[src/rtl/dma_regif_pkg.sv]
package dma_regif_pkg;

  localparam int unsigned DataW     = 32;
  localparam int unsigned WordAddrW = 10;
  localparam int unsigned ChIdxW    = 3;
  localparam int unsigned FldW      = 3;
  localparam int unsigned NumFld    = 5;
  localparam int unsigned TcMaskBit = 15;
  localparam int unsigned ErMaskBit = 14;
  localparam int unsigned EnableBit = 0;

  // global word offsets
  localparam logic [5:0] GwMStat = 6'd0;
  localparam logic [5:0] GwMTc   = 6'd1;
  localparam logic [5:0] GwTcClr = 6'd2;
  localparam logic [5:0] GwMErr  = 6'd3;
  localparam logic [5:0] GwErClr = 6'd4;
  localparam logic [5:0] GwRTc   = 6'd5;
  localparam logic [5:0] GwRErr  = 6'd6;
  localparam logic [5:0] GwEnab  = 6'd7;
  localparam logic [5:0] GwGCfg  = 6'd12;
  localparam logic [5:0] GwSync  = 6'd13;

  typedef enum logic [3:0] {
    RS_NONE, RS_MSTAT, RS_MTC, RS_MERR, RS_RTC, RS_RERR,
    RS_ENAB, RS_GCFG, RS_SYNC, RS_CHAN, RS_ID
  } rd_sel_e;

  typedef struct packed {
    logic              chanWr;
    logic              tcClr;
    logic              errClr;
    logic              gCfgWr;
    logic              syncWr;
    rd_sel_e           rdSel;
    logic [ChIdxW-1:0] chIdx;
    logic [FldW-1:0]   fld;
  } strobe_t;

  function automatic logic [7:0] idByte(int unsigned numChan, logic [2:0] k);
    case (k)
      3'd0: idByte = (numChan == 8) ? 8'h80 : 8'h81;
      3'd1: idByte = 8'h10;
      3'd2: idByte = 8'h04;
      3'd3: idByte = 8'h0A;
      3'd4: idByte = 8'h0D;
      3'd5: idByte = 8'hF0;
      3'd6: idByte = 8'h05;
      default: idByte = 8'hB1;
    endcase
  endfunction

endpackage

[src/rtl/dma_regif_ctrl.sv]
module dma_regif_ctrl
  import dma_regif_pkg::*;
#(
  parameter int unsigned NumChan = 8
) (
  input  logic [WordAddrW-1:0] wordAddr,
  input  logic                 wrEn,
  output strobe_t              stb
);

  localparam logic [3:0] ChanWinHi = 4'h1;
  localparam logic [6:0] IdWinHi   = 7'h7F;

  always_comb begin
    stb        = '0;
    stb.rdSel  = RS_NONE;
    stb.chIdx  = wordAddr[5:3];
    stb.fld    = wordAddr[2:0];
    if (wordAddr[9:6] == ChanWinHi) begin
      // only existing channels and fields 0..4 decode
      if (int'(wordAddr[5:3]) < int'(NumChan) && wordAddr[2:0] < FldW'(NumFld)) begin
        stb.rdSel  = RS_CHAN;
        stb.chanWr = wrEn;
      end
    end else if (wordAddr[9:3] == IdWinHi) begin
      stb.rdSel = RS_ID;
    end else if (wordAddr[9:6] == 4'h0) begin
      case (wordAddr[5:0])
        GwMStat: stb.rdSel = RS_MSTAT;
        GwMTc:   stb.rdSel = RS_MTC;
        GwTcClr: stb.tcClr = wrEn;
        GwMErr:  stb.rdSel = RS_MERR;
        GwErClr: stb.errClr = wrEn;
        GwRTc:   stb.rdSel = RS_RTC;
        GwRErr:  stb.rdSel = RS_RERR;
        GwEnab:  stb.rdSel = RS_ENAB;
        GwGCfg: begin
          stb.rdSel  = RS_GCFG;
          stb.gCfgWr = wrEn;
        end
        GwSync: begin
          stb.rdSel  = RS_SYNC;
          stb.syncWr = wrEn;
        end
        default: stb.rdSel = RS_NONE;
      endcase
    end
  end

endmodule

[src/rtl/dma_regif_irq.sv]
module dma_regif_irq
  import dma_regif_pkg::*;
#(
  parameter int unsigned NumChan = 8
) (
  input  logic               clk,
  input  logic               rstN,
  input  logic               tcClr,
  input  logic               errClr,
  input  logic [NumChan-1:0] clrBits,
  input  logic [NumChan-1:0] tcSet,
  input  logic [NumChan-1:0] errSet,
  input  logic [NumChan-1:0] tcMask,
  input  logic [NumChan-1:0] errMask,
  output logic [NumChan-1:0] rawTc,
  output logic [NumChan-1:0] rawErr,
  output logic               irqTc,
  output logic               irqErr,
  output logic               irqAny
);

  logic [NumChan-1:0] tcKeep;
  logic [NumChan-1:0] errKeep;
  logic               tcLevel;
  logic               errLevel;

  assign tcKeep   = tcClr  ? ~clrBits : '1;
  assign errKeep  = errClr ? ~clrBits : '1;
  assign tcLevel  = |(rawTc & tcMask);
  assign errLevel = |(rawErr & errMask);

  always_ff @(posedge clk or negedge rstN) begin
    if (!rstN) begin
      rawTc  <= '0;
      rawErr <= '0;
      irqTc  <= 1'b0;
      irqErr <= 1'b0;
      irqAny <= 1'b0;
    end else begin
      // set applied after clear: the pulse wins
      rawTc  <= (rawTc & tcKeep) | tcSet;
      rawErr <= (rawErr & errKeep) | errSet;
      irqTc  <= tcLevel;
      irqErr <= errLevel;
      irqAny <= tcLevel | errLevel;
    end
  end

endmodule

[src/rtl/dma_regif_dp.sv]
module dma_regif_dp
  import dma_regif_pkg::*;
#(
  parameter int unsigned NumChan = 8
) (
  input  logic                       clk,
  input  logic                       rstN,
  input  strobe_t                    stb,
  input  logic [DataW-1:0]           wrData,
  input  logic [NumChan-1:0]         rawTc,
  input  logic [NumChan-1:0]         rawErr,
  output logic [NumChan-1:0]         tcMask,
  output logic [NumChan-1:0]         errMask,
  output logic [DataW-1:0]           rdData,
  output logic [NumChan*DataW-1:0]   chSrcAddr,
  output logic [NumChan*DataW-1:0]   chDstAddr,
  output logic [NumChan*DataW-1:0]   chLinkPtr,
  output logic [NumChan*DataW-1:0]   chCtrl,
  output logic [NumChan*DataW-1:0]   chCfg,
  output logic [DataW-1:0]           globalCfg,
  output logic [DataW-1:0]           syncCfg
);

  logic [NumChan-1:0][NumFld-1:0][DataW-1:0] chanQ;
  logic [NumChan-1:0]                        enabMap;

  for (genvar c = 0; c < NumChan; c++) begin : g_chan
    logic chSel;
    assign chSel = stb.chanWr && (stb.chIdx == ChIdxW'(c));

    always_ff @(posedge clk or negedge rstN) begin
      if (!rstN) begin
        chanQ[c] <= '0;
      end else if (chSel) begin
        for (int f = 0; f < int'(NumFld); f++) begin
          if (stb.fld == FldW'(f)) chanQ[c][f] <= wrData;
        end
      end
    end

    assign chSrcAddr[c*DataW +: DataW] = chanQ[c][0];
    assign chDstAddr[c*DataW +: DataW] = chanQ[c][1];
    assign chLinkPtr[c*DataW +: DataW] = chanQ[c][2];
    assign chCtrl[c*DataW +: DataW]    = chanQ[c][3];
    assign chCfg[c*DataW +: DataW]     = chanQ[c][4];
    assign tcMask[c]  = chanQ[c][4][TcMaskBit];
    assign errMask[c] = chanQ[c][4][ErMaskBit];
    assign enabMap[c] = chanQ[c][4][EnableBit];
  end

  always_ff @(posedge clk or negedge rstN) begin
    if (!rstN) begin
      globalCfg <= '0;
      syncCfg   <= '0;
    end else begin
      if (stb.gCfgWr) globalCfg <= wrData;
      if (stb.syncWr) syncCfg   <= wrData;
    end
  end

  always_comb begin
    rdData = '0;
    case (stb.rdSel)
      RS_MSTAT: rdData = DataW'((rawTc & tcMask) | (rawErr & errMask));
      RS_MTC:   rdData = DataW'(rawTc & tcMask);
      RS_MERR:  rdData = DataW'(rawErr & errMask);
      RS_RTC:   rdData = DataW'(rawTc);
      RS_RERR:  rdData = DataW'(rawErr);
      RS_ENAB:  rdData = DataW'(enabMap);
      RS_GCFG:  rdData = globalCfg;
      RS_SYNC:  rdData = syncCfg;
      RS_ID:    rdData = DataW'(idByte(NumChan, stb.fld));
      RS_CHAN: begin
        for (int c = 0; c < int'(NumChan); c++) begin
          for (int f = 0; f < int'(NumFld); f++) begin
            if (stb.chIdx == ChIdxW'(c) && stb.fld == FldW'(f)) rdData = chanQ[c][f];
          end
        end
      end
      default:  rdData = '0;
    endcase
  end

endmodule

[src/rtl/dma_regif.sv]
module dma_regif
  import dma_regif_pkg::*;
#(
  parameter int unsigned NumChan = 8
) (
  input  logic                     clk,
  input  logic                     rstN,
  input  logic [WordAddrW-1:0]     regWordAddr,
  input  logic                     regWrEn,
  input  logic [DataW-1:0]         regWrData,
  output logic [DataW-1:0]         regRdData,
  input  logic [NumChan-1:0]       tcSetPulse,
  input  logic [NumChan-1:0]       errSetPulse,
  output logic [NumChan*DataW-1:0] chSrcAddr,
  output logic [NumChan*DataW-1:0] chDstAddr,
  output logic [NumChan*DataW-1:0] chLinkPtr,
  output logic [NumChan*DataW-1:0] chCtrl,
  output logic [NumChan*DataW-1:0] chCfg,
  output logic [DataW-1:0]         globalCfg,
  output logic [DataW-1:0]         syncCfg,
  output logic                     irqAny,
  output logic                     irqErr,
  output logic                     irqTc
);

  strobe_t            stb;
  logic [NumChan-1:0] rawTc;
  logic [NumChan-1:0] rawErr;
  logic [NumChan-1:0] tcMask;
  logic [NumChan-1:0] errMask;

  dma_regif_ctrl #(.NumChan(NumChan)) ctrl_i (
    .wordAddr (regWordAddr),
    .wrEn     (regWrEn),
    .stb      (stb)
  );

  dma_regif_dp #(.NumChan(NumChan)) dp_i (
    .clk       (clk),
    .rstN      (rstN),
    .stb       (stb),
    .wrData    (regWrData),
    .rawTc     (rawTc),
    .rawErr    (rawErr),
    .tcMask    (tcMask),
    .errMask   (errMask),
    .rdData    (regRdData),
    .chSrcAddr (chSrcAddr),
    .chDstAddr (chDstAddr),
    .chLinkPtr (chLinkPtr),
    .chCtrl    (chCtrl),
    .chCfg     (chCfg),
    .globalCfg (globalCfg),
    .syncCfg   (syncCfg)
  );

  dma_regif_irq #(.NumChan(NumChan)) irq_i (
    .clk     (clk),
    .rstN    (rstN),
    .tcClr   (stb.tcClr),
    .errClr  (stb.errClr),
    .clrBits (regWrData[NumChan-1:0]),
    .tcSet   (tcSetPulse),
    .errSet  (errSetPulse),
    .tcMask  (tcMask),
    .errMask (errMask),
    .rawTc   (rawTc),
    .rawErr  (rawErr),
    .irqTc   (irqTc),
    .irqErr  (irqErr),
    .irqAny  (irqAny)
  );

endmodule

[config.mk]
export PLATFORM = sky130hd
export DESIGN_NAME = dma_regif
export DESIGN_NICKNAME = d
export VERILOG_FILES = /design/src/rtl/dma_regif_pkg.sv /design/src/rtl/dma_regif_ctrl.sv /design/src/rtl/dma_regif_irq.sv /design/src/rtl/dma_regif_dp.sv /design/src/rtl/dma_regif.sv
export SDC_FILE = /design/constraint.sdc
export NUM_CORES = 2
export LEC_CHECK = 0
export CAP_MARGIN = 20
export CORE_AREA = 2 2 554 556
export CTS_CLUSTER_SIZE = 8
export DETAILED_ROUTE_END_ITERATION = 8
export DIE_AREA = 0 0 556 558
export DONT_BUFFER_PORTS = 1
export GPL_TIMING_DRIVEN = 0
export SLEW_MARGIN = 40
export SYNTH_ARGS = -nofsm -noshare
export SYNTH_HDL_FRONTEND = slang
export SYNTH_SLANG_ARGS = --single-unit
[constraint.sdc]
create_clock -name clk -period 2.35 [get_ports clk]
set_input_delay 0.1175 -clock clk [delete_from_list [all_inputs] [get_ports clk]]
set_output_delay 0.1175 -clock clk [all_outputs]
set_load 0.02 [all_outputs]
# Word level (Yosys, flattened, before mapping)
# Cells that the tools add are included.
# word_totals
register_bits	1363
in_bits	61
out_inout_bits	1379
word_cells	244
# op_classes
n_lt_le_gt_ge	1
n_eq_ne	34
mux	57
bitwise_logic	11
n_reduce_logical	94
# op_table
operator	n
two-way mux 32 bit	40
case mux 32 bit (10 select lines)	1
AND reduction 2 bit	40
case mux 8 bit (7 select lines)	1
AND 8 bit	6
logical AND 1 bit	48
bitwise OR 32 bit	1
case mux 4 bit (8 select lines)	1
== test 6 x 3 -> 1 bit (second input constant)	4
two-way mux 8 bit	3
== test 3 bit (second input constant)	7
two-way mux 4 bit	5
== test 4 x 3 -> 1 bit (second input constant)	4
bitwise OR 8 bit	2
OR reduction 8 bit	2
== test 3 x 2 -> 1 bit (second input constant)	4
== test 4 bit (second input constant)	3
== test 6 x 2 -> 1 bit (second input constant)	2
== test 6 x 4 -> 1 bit (second input constant)	2
== test 4 x 1 -> 1 bit (second input constant)	2
== test 4 x 2 -> 1 bit (second input constant)	2
NOT 8 bit	1
== test 7 bit (second input constant)	1
== test 3 x 1 -> 1 bit (second input constant)	2
other kinds (7)	13

# Longest topological paths before layout
# logic_depth
word_depth	43
mapped_depth	13
ltp_nobuf	7

# By module
# From an unflattened synthesis, not the netlist that was laid out.
# hier_totals
cells_unflattened	4760
area_unflattened_um2	61652.9
# modules_own_cells
mod	instances	cells_per_inst	area_per_inst_um2	seq_area_each_um2
dma_regif_dp	1	4649	60585.6	33632.3
dma_regif_irq	1	64	750.7	475.5
dma_regif_ctrl	1	47	316.6	0.0

# Least setup slack after synthesis
# No wires, ideal clock.
# synth_path
path_type	input port to output port
start	input regWordAddr[0]
end	output regRdData[30]
t_arrival_ns	2.391
t_required_ns	2.233
slack_ns	-0.159
path_stages	9
path_buffers	3
path_cell_list	buf_2 -> buf_6 -> or3b_4 -> a2111oi_4 -> o211a_4 -> buf_6 -> a22oi_1 -> a22o_1 -> a41oi_1
# synth_between
elab_chain_len	43
word_cells_on_any_way	110
classes_between	order compare: 1; eq/ne: 21; mux: 46; reduce/logical: 42
# synth_rtl
element	line	source
start: declaration	dma_regif.sv:8	input logic [WordAddrW-1:0] regWordAddr,
logical NOT 3 bit	dma_regif_dp.sv:76	if (stb.chIdx == ChIdxW'(c) && stb.fld == FldW'(f)) rdData = chanQ[c][f];
logical AND 1 bit	dma_regif_dp.sv:76	
two-way mux 32 bit (40 in series)	dma_regif_dp.sv:76	
case mux 32 bit (10 select lines) (*)	dma_regif_dp.sv:63	case (stb.rdSel)
end: declaration	dma_regif.sv:11	output logic [DataW-1:0] regRdData,
# Mark *: on every way between the ends. The rest lies on a longest branch, timed or not.

# Worst setup path in the final report
# layout_path
start	register dp_i.chanQ, in the netlist dp_i.chSrcAddr[180]
end	output regRdData[20]
# layout_between
elab_chain_len	16
# layout_rtl
element	line	source
start: declaration	dma_regif_dp.sv:24	logic [NumChan-1:0][NumFld-1:0][DataW-1:0] chanQ;
start signal: indexed assignment	dma_regif_dp.sv:36	if (stb.fld == FldW'(f)) chanQ[c][f] <= wrData;
two-way mux 32 bit (15 in series)	dma_regif_dp.sv:76	
case mux 32 bit (10 select lines)	dma_regif_dp.sv:63	
# No other way between the ends.

==> metrics.json <==
{
  "status": "complete, but fails checks",
  "failed_checks": "hold timing, setup timing",
  "synth_edf_count": 0,
  "timing_worst_slew_pin_value_ns": 0.9705,
  "path_buf_inv": 0,
  "number_of_global_route_vias_before_repair": 54460,
  "hold_path.class": "in -> async",
  "highest_cell_delay_on_the_worst_timing_path_ns": 0.96,
  "power_density_nw_per_um2": 657.7,
  "viasPerCell": 6.102,
  "max_cap_viol_count": 0,
  "synthArstFlopShare": 1.000,
  "setup.worst_path.start_class": "register",
  "clock_tree.root_cell": "sky130_fd_sc_hd__clkbuf_16",
  "final_cells": 9574,
  "die_outline_width_um": 556,
  "antenna_found_initial": 131,
  "path_delay_family": "compound AO/OA/AOI/OAI gates",
  "crit_required_ns": 2.23,
  "synth_largest_type_area_fraction": 0.5471,
  "floorplan.rows": 203,
  "wire_length_of_the_first_global_routing_pass_mm": 761.6,
  "count_of_clock_tree_sinks": 1363,
  "syn-cell-area_um2": 62340,
  "synth_top_cells_by_area": "sky130_fd_sc_hd__dfrtp_1, sky130_fd_sc_hd__mux2_2, sky130_fd_sc_hd__a22oi_1",
  "whs_ns": -0.7771,
  "cts_htree_levels": 4,
  "worst_setup_hold_path_clk_slew_ns": 0.05,
  "fp.dieArea_um2": 310200,
  "pin_count": 1440,
  "post_route_cells_drive_above_1_share": 0.5521,
  "globalRouteOverflowTotal": 0,
  "clockBufferDepth": 4,
  "final_skew_ns": 0.02107,
  "first_iter_violations": 8480,
  "grt_max_degree": 193,
  "reg2reg_setup_slack_ns": 0.54,
  "cp_cell_sequence": "a222oi_1, and3_4, a22o_1, a31oi_4, a211o_4",
  "setup-violations-final": 483,
  "detail_route.drc_violations": 0,
  "reg2reg_depth": 4,
  "worst-path-stages": 5,
  "rsz0062_at_grt": "yes",
  "report.final.slew_viol_count": 0,
  "detailedPlace.worstSlack_ns": -3.182,
  "finalWeightedCongestion": 1.020,
  "critical_path_origin": "dp_i.chSrcAddr[180]$_DFFE_PN0P_",
  "maxClockFrequency_mhz": 279.1,
  "ir_drop_mv": 0.5651,
  "start_util": 0.2047,
  "layout.nets": 5537,
  "ant_nets": 0,
  "critPathMaxFanout": 3,
  "grt_usage": 0.3958,
  "end_kind": "primary output",
  "post-layout-total-power_mw": 55.91,
  "worst-endpoint-arrival_ns": 3.47,
  "place.detailed.hpwl_mm": 508.7,
  "leakage_nw": 38.34,
  "cts_tree": "yes",
  "placed_cells": 8962,
  "timing.critical_path.to": "regRdData[20]",
  "port_buffers": 0,
  "synth_top_cell_by_area": "sky130_fd_sc_hd__dfrtp_1",
  "synth_sequential_area_ratio": 0.5471,
  "critPathSlowestCell": "sky130_fd_sc_hd__dfrtp_1",
  "postSynthAreaPerCell_um2": 12.86,
  "relative_slew_slack": 0.3523,
  "design.core.area_um2": 304500,
  "ys_warn_count": 0,
  "dr.pass1.iters": 7,
  "synthesis.instances": 4846,
  "worstReg2RegStart": "dp_i.chCfg[110]$_DFFE_PN0P_",
  "rr_endpoint": "irq_i.irqAny$_DFF_PN0_",
  "areaGrowthSynthToFinish_pct": 36.35,
  "wl_per_cell_um": 66.55,
  "wl_mm": 637.2,
  "synth_nets": 4907,
  "cts-buffers-inserted": 199,
  "final.period_utilization": 1.524,
  "timing.final.ws_setup_ns": -1.233,
  "synth.ff_latch_count": 1363,
  "hold_violations": 397,
  "distinct_cell_type_count_after_synthesis": 90,
  "dominantRegCellSynth": "sky130_fd_sc_hd__dfrtp_1",
  "worstSetupPathType": "reg -> out",
  "clk_latency_ns": 0.86,
  "via_count": 58420,
  "dieHeight_um": 558,
  "period_needed_ns": 3.583,
  "filler_cell_count": 31150
}
## flip-flops by register name, indices dropped and copies added (netlist names)
name,flops
irq_i.irqErr,1
dp_i.chCtrl,256
dp_i.chSrcAddr,256
dp_i.chDstAddr,256
irq_i.irqTc,1
irq_i.irqAny,1
irq_i.rawErr,8
dp_i.chLinkPtr,256
irq_i.rawTc,8
dp_i.globalCfg,32
dp_i.syncCfg,32
dp_i.chCfg,256
## power breakdown
part | leakage (nW) | switching [mW] | internal [mW] | total, mW
combinational | 17.2 | 3.05 | 1.07 | 4.12
clock | 2.61 | 11.7 | 15.4 | 27.1
sequential | 18.5 | 0.960 | 23.7 | 24.7
total | 38.3 | 15.7 | 40.2 | 55.9
## cells by family after synthesis
| kind of cell | Yosys count | synth area share |
|---|---|---|
| DFF | 1363 | 0.5471 |
| muxes | 1345 | 0.2432 |
| buffers and inverters | 481 | 0.03661 |
| xor gates and xnor gates | 2 | 0.0002810 |
| and+or+nand+nor | 694 | 0.05875 |
| AOI/OAI and AO/OA | 961 | 0.1140 |
## timing repair
| item | CTS | global route |
|---|---|---|
| hold buffers | 67 | 11 |
| gates cloned | 0 | 2 |
| pin swaps | 196 | 138 |
| buffers inserted | 152 | 82 |
| endpoints found under the setup margin | 1304 | 154 |
| endpoints found under the hold margin | 1505 | 369 |
| gates resized for setup | 1094 | 306 |
## synth_stat cells, types with 28 or more instances
master	n
sky130_fd_sc_hd__a2111oi_0	45
sky130_fd_sc_hd__o21ai_0	134
sky130_fd_sc_hd__a221oi_1	83
sky130_fd_sc_hd__nand3_1	82
sky130_fd_sc_hd__a22oi_1	222
sky130_fd_sc_hd__clkbuf_1	196
sky130_fd_sc_hd__buf_4	65
sky130_fd_sc_hd__nand2_1	151
sky130_fd_sc_hd__dfrtp_1	1363
sky130_fd_sc_hd__a221o_1	33
sky130_fd_sc_hd__nor2_1	141
sky130_fd_sc_hd__mux2_2	1313
sky130_fd_sc_hd__o22ai_1	54
sky130_fd_sc_hd__a21o_1	28
sky130_fd_sc_hd__and3_1	113
sky130_fd_sc_hd__a21oi_1	105
sky130_fd_sc_hd__a222oi_1	38
sky130_fd_sc_hd__buf_1	42
sky130_fd_sc_hd__buf_2	162
sky130_fd_sc_hd__nor3_1	45
## how the worst min path moves through the flow
| stage | to | cells after the start |
|---|---|---|
| global placement | dp_i.chSrcAddr[97]$_DFFE_PN0P_ | 0 |
| CTS | dp_i.chLinkPtr[158]$_DFFE_PN0P_ | 1 |
| detailed placement | dp_i.chDstAddr[97]$_DFFE_PN0P_ | 1 |
| global route | dp_i.chCtrl[94]$_DFFE_PN0P_ | 1 |
| floorplan | dp_i.chCfg[0]$_DFFE_PN0P_ | 0 |
| finish | dp_i.chLinkPtr[158]$_DFFE_PN0P_ | 1 |
## routing by layer
| metal | wire (um) | share of wire | global-route usage | vias up |
|---|---|---|---|---|
| met4 | 63330 | 0.099 | 0.3171 | 30 |
| li1 | - | - | - | 19690 |
| met2 | 271500 | 0.43 | 0.5919 | 5926 |
| met3 | 97370 | 0.15 | 0.2260 | 1732 |
| met5 | 440 | 0.00069 | 0.0007718 | - |
| met1 | 204500 | 0.32 | 0.4037 | 31050 |
## area by class of cell
| cell class | count | area [um^2] | area share |
|---|---|---|---|
| flip-flops and latches | 1363 | 34430 | 0.4050 |
| multi-input cells | 3002 | 29940 | 0.3522 |
| repair buffers | 433 | 5744 | 0.06758 |
| clock buffers | 224 | 5197 | 0.06115 |
| well taps | 3997 | 5001 | 0.05884 |
| plain buffers | 465 | 4338 | 0.05104 |
| diodes | 71 | 177.7 | 0.002090 |
| clock inverters | 7 | 126.4 | 0.001487 |
| inverters | 12 | 45.04 | 0.0005299 |
## through the flow
stage                       util  setup TNS (ns)  area (um^2)
after global routing      0.2787          -29.11        84880
after global placement    0.2214        -4326.60        67430
after CTS                 0.2710          -27.11        82530
after floorplan                -        -0.07623        62420
final                     0.2791          -56.82        85000
after detailed placement  0.2319        -2184.09        70630
## layout by cell type (no fill, tap or decap), types with 21 or more instances in the layout
cell type	count
sky130_fd_sc_hd__a2111oi_4	26
sky130_fd_sc_hd__a21o_1	25
sky130_fd_sc_hd__a21oi_1	79
sky130_fd_sc_hd__a221o_1	29
sky130_fd_sc_hd__a221oi_1	55
sky130_fd_sc_hd__a222oi_1	38
sky130_fd_sc_hd__a22oi_1	206
sky130_fd_sc_hd__and3_1	83
sky130_fd_sc_hd__and3_4	29
sky130_fd_sc_hd__buf_12	105
sky130_fd_sc_hd__buf_16	80
sky130_fd_sc_hd__buf_2	82
sky130_fd_sc_hd__buf_4	264
sky130_fd_sc_hd__buf_6	69
sky130_fd_sc_hd__buf_8	34
sky130_fd_sc_hd__clkbuf_1	48
sky130_fd_sc_hd__clkbuf_16	213
sky130_fd_sc_hd__clkbuf_2	89
sky130_fd_sc_hd__clkbuf_4	34
sky130_fd_sc_hd__clkbuf_8	25
sky130_fd_sc_hd__dfrtp_1	1133
sky130_fd_sc_hd__dfrtp_2	217
sky130_fd_sc_hd__diode_2	71
sky130_fd_sc_hd__dlygate4sd3_1	71
sky130_fd_sc_hd__mux2_1	26
sky130_fd_sc_hd__mux2_2	1313
sky130_fd_sc_hd__nand2_1	110
sky130_fd_sc_hd__nand3_1	67
sky130_fd_sc_hd__nand4_1	27
sky130_fd_sc_hd__nor2_1	80
sky130_fd_sc_hd__nor2_2	24
sky130_fd_sc_hd__nor2_4	65
sky130_fd_sc_hd__nor3_1	28
sky130_fd_sc_hd__o211ai_1	21
sky130_fd_sc_hd__o21ai_0	98
sky130_fd_sc_hd__o22ai_1	43
Note: power is estimated with default switching activity, not from simulation.
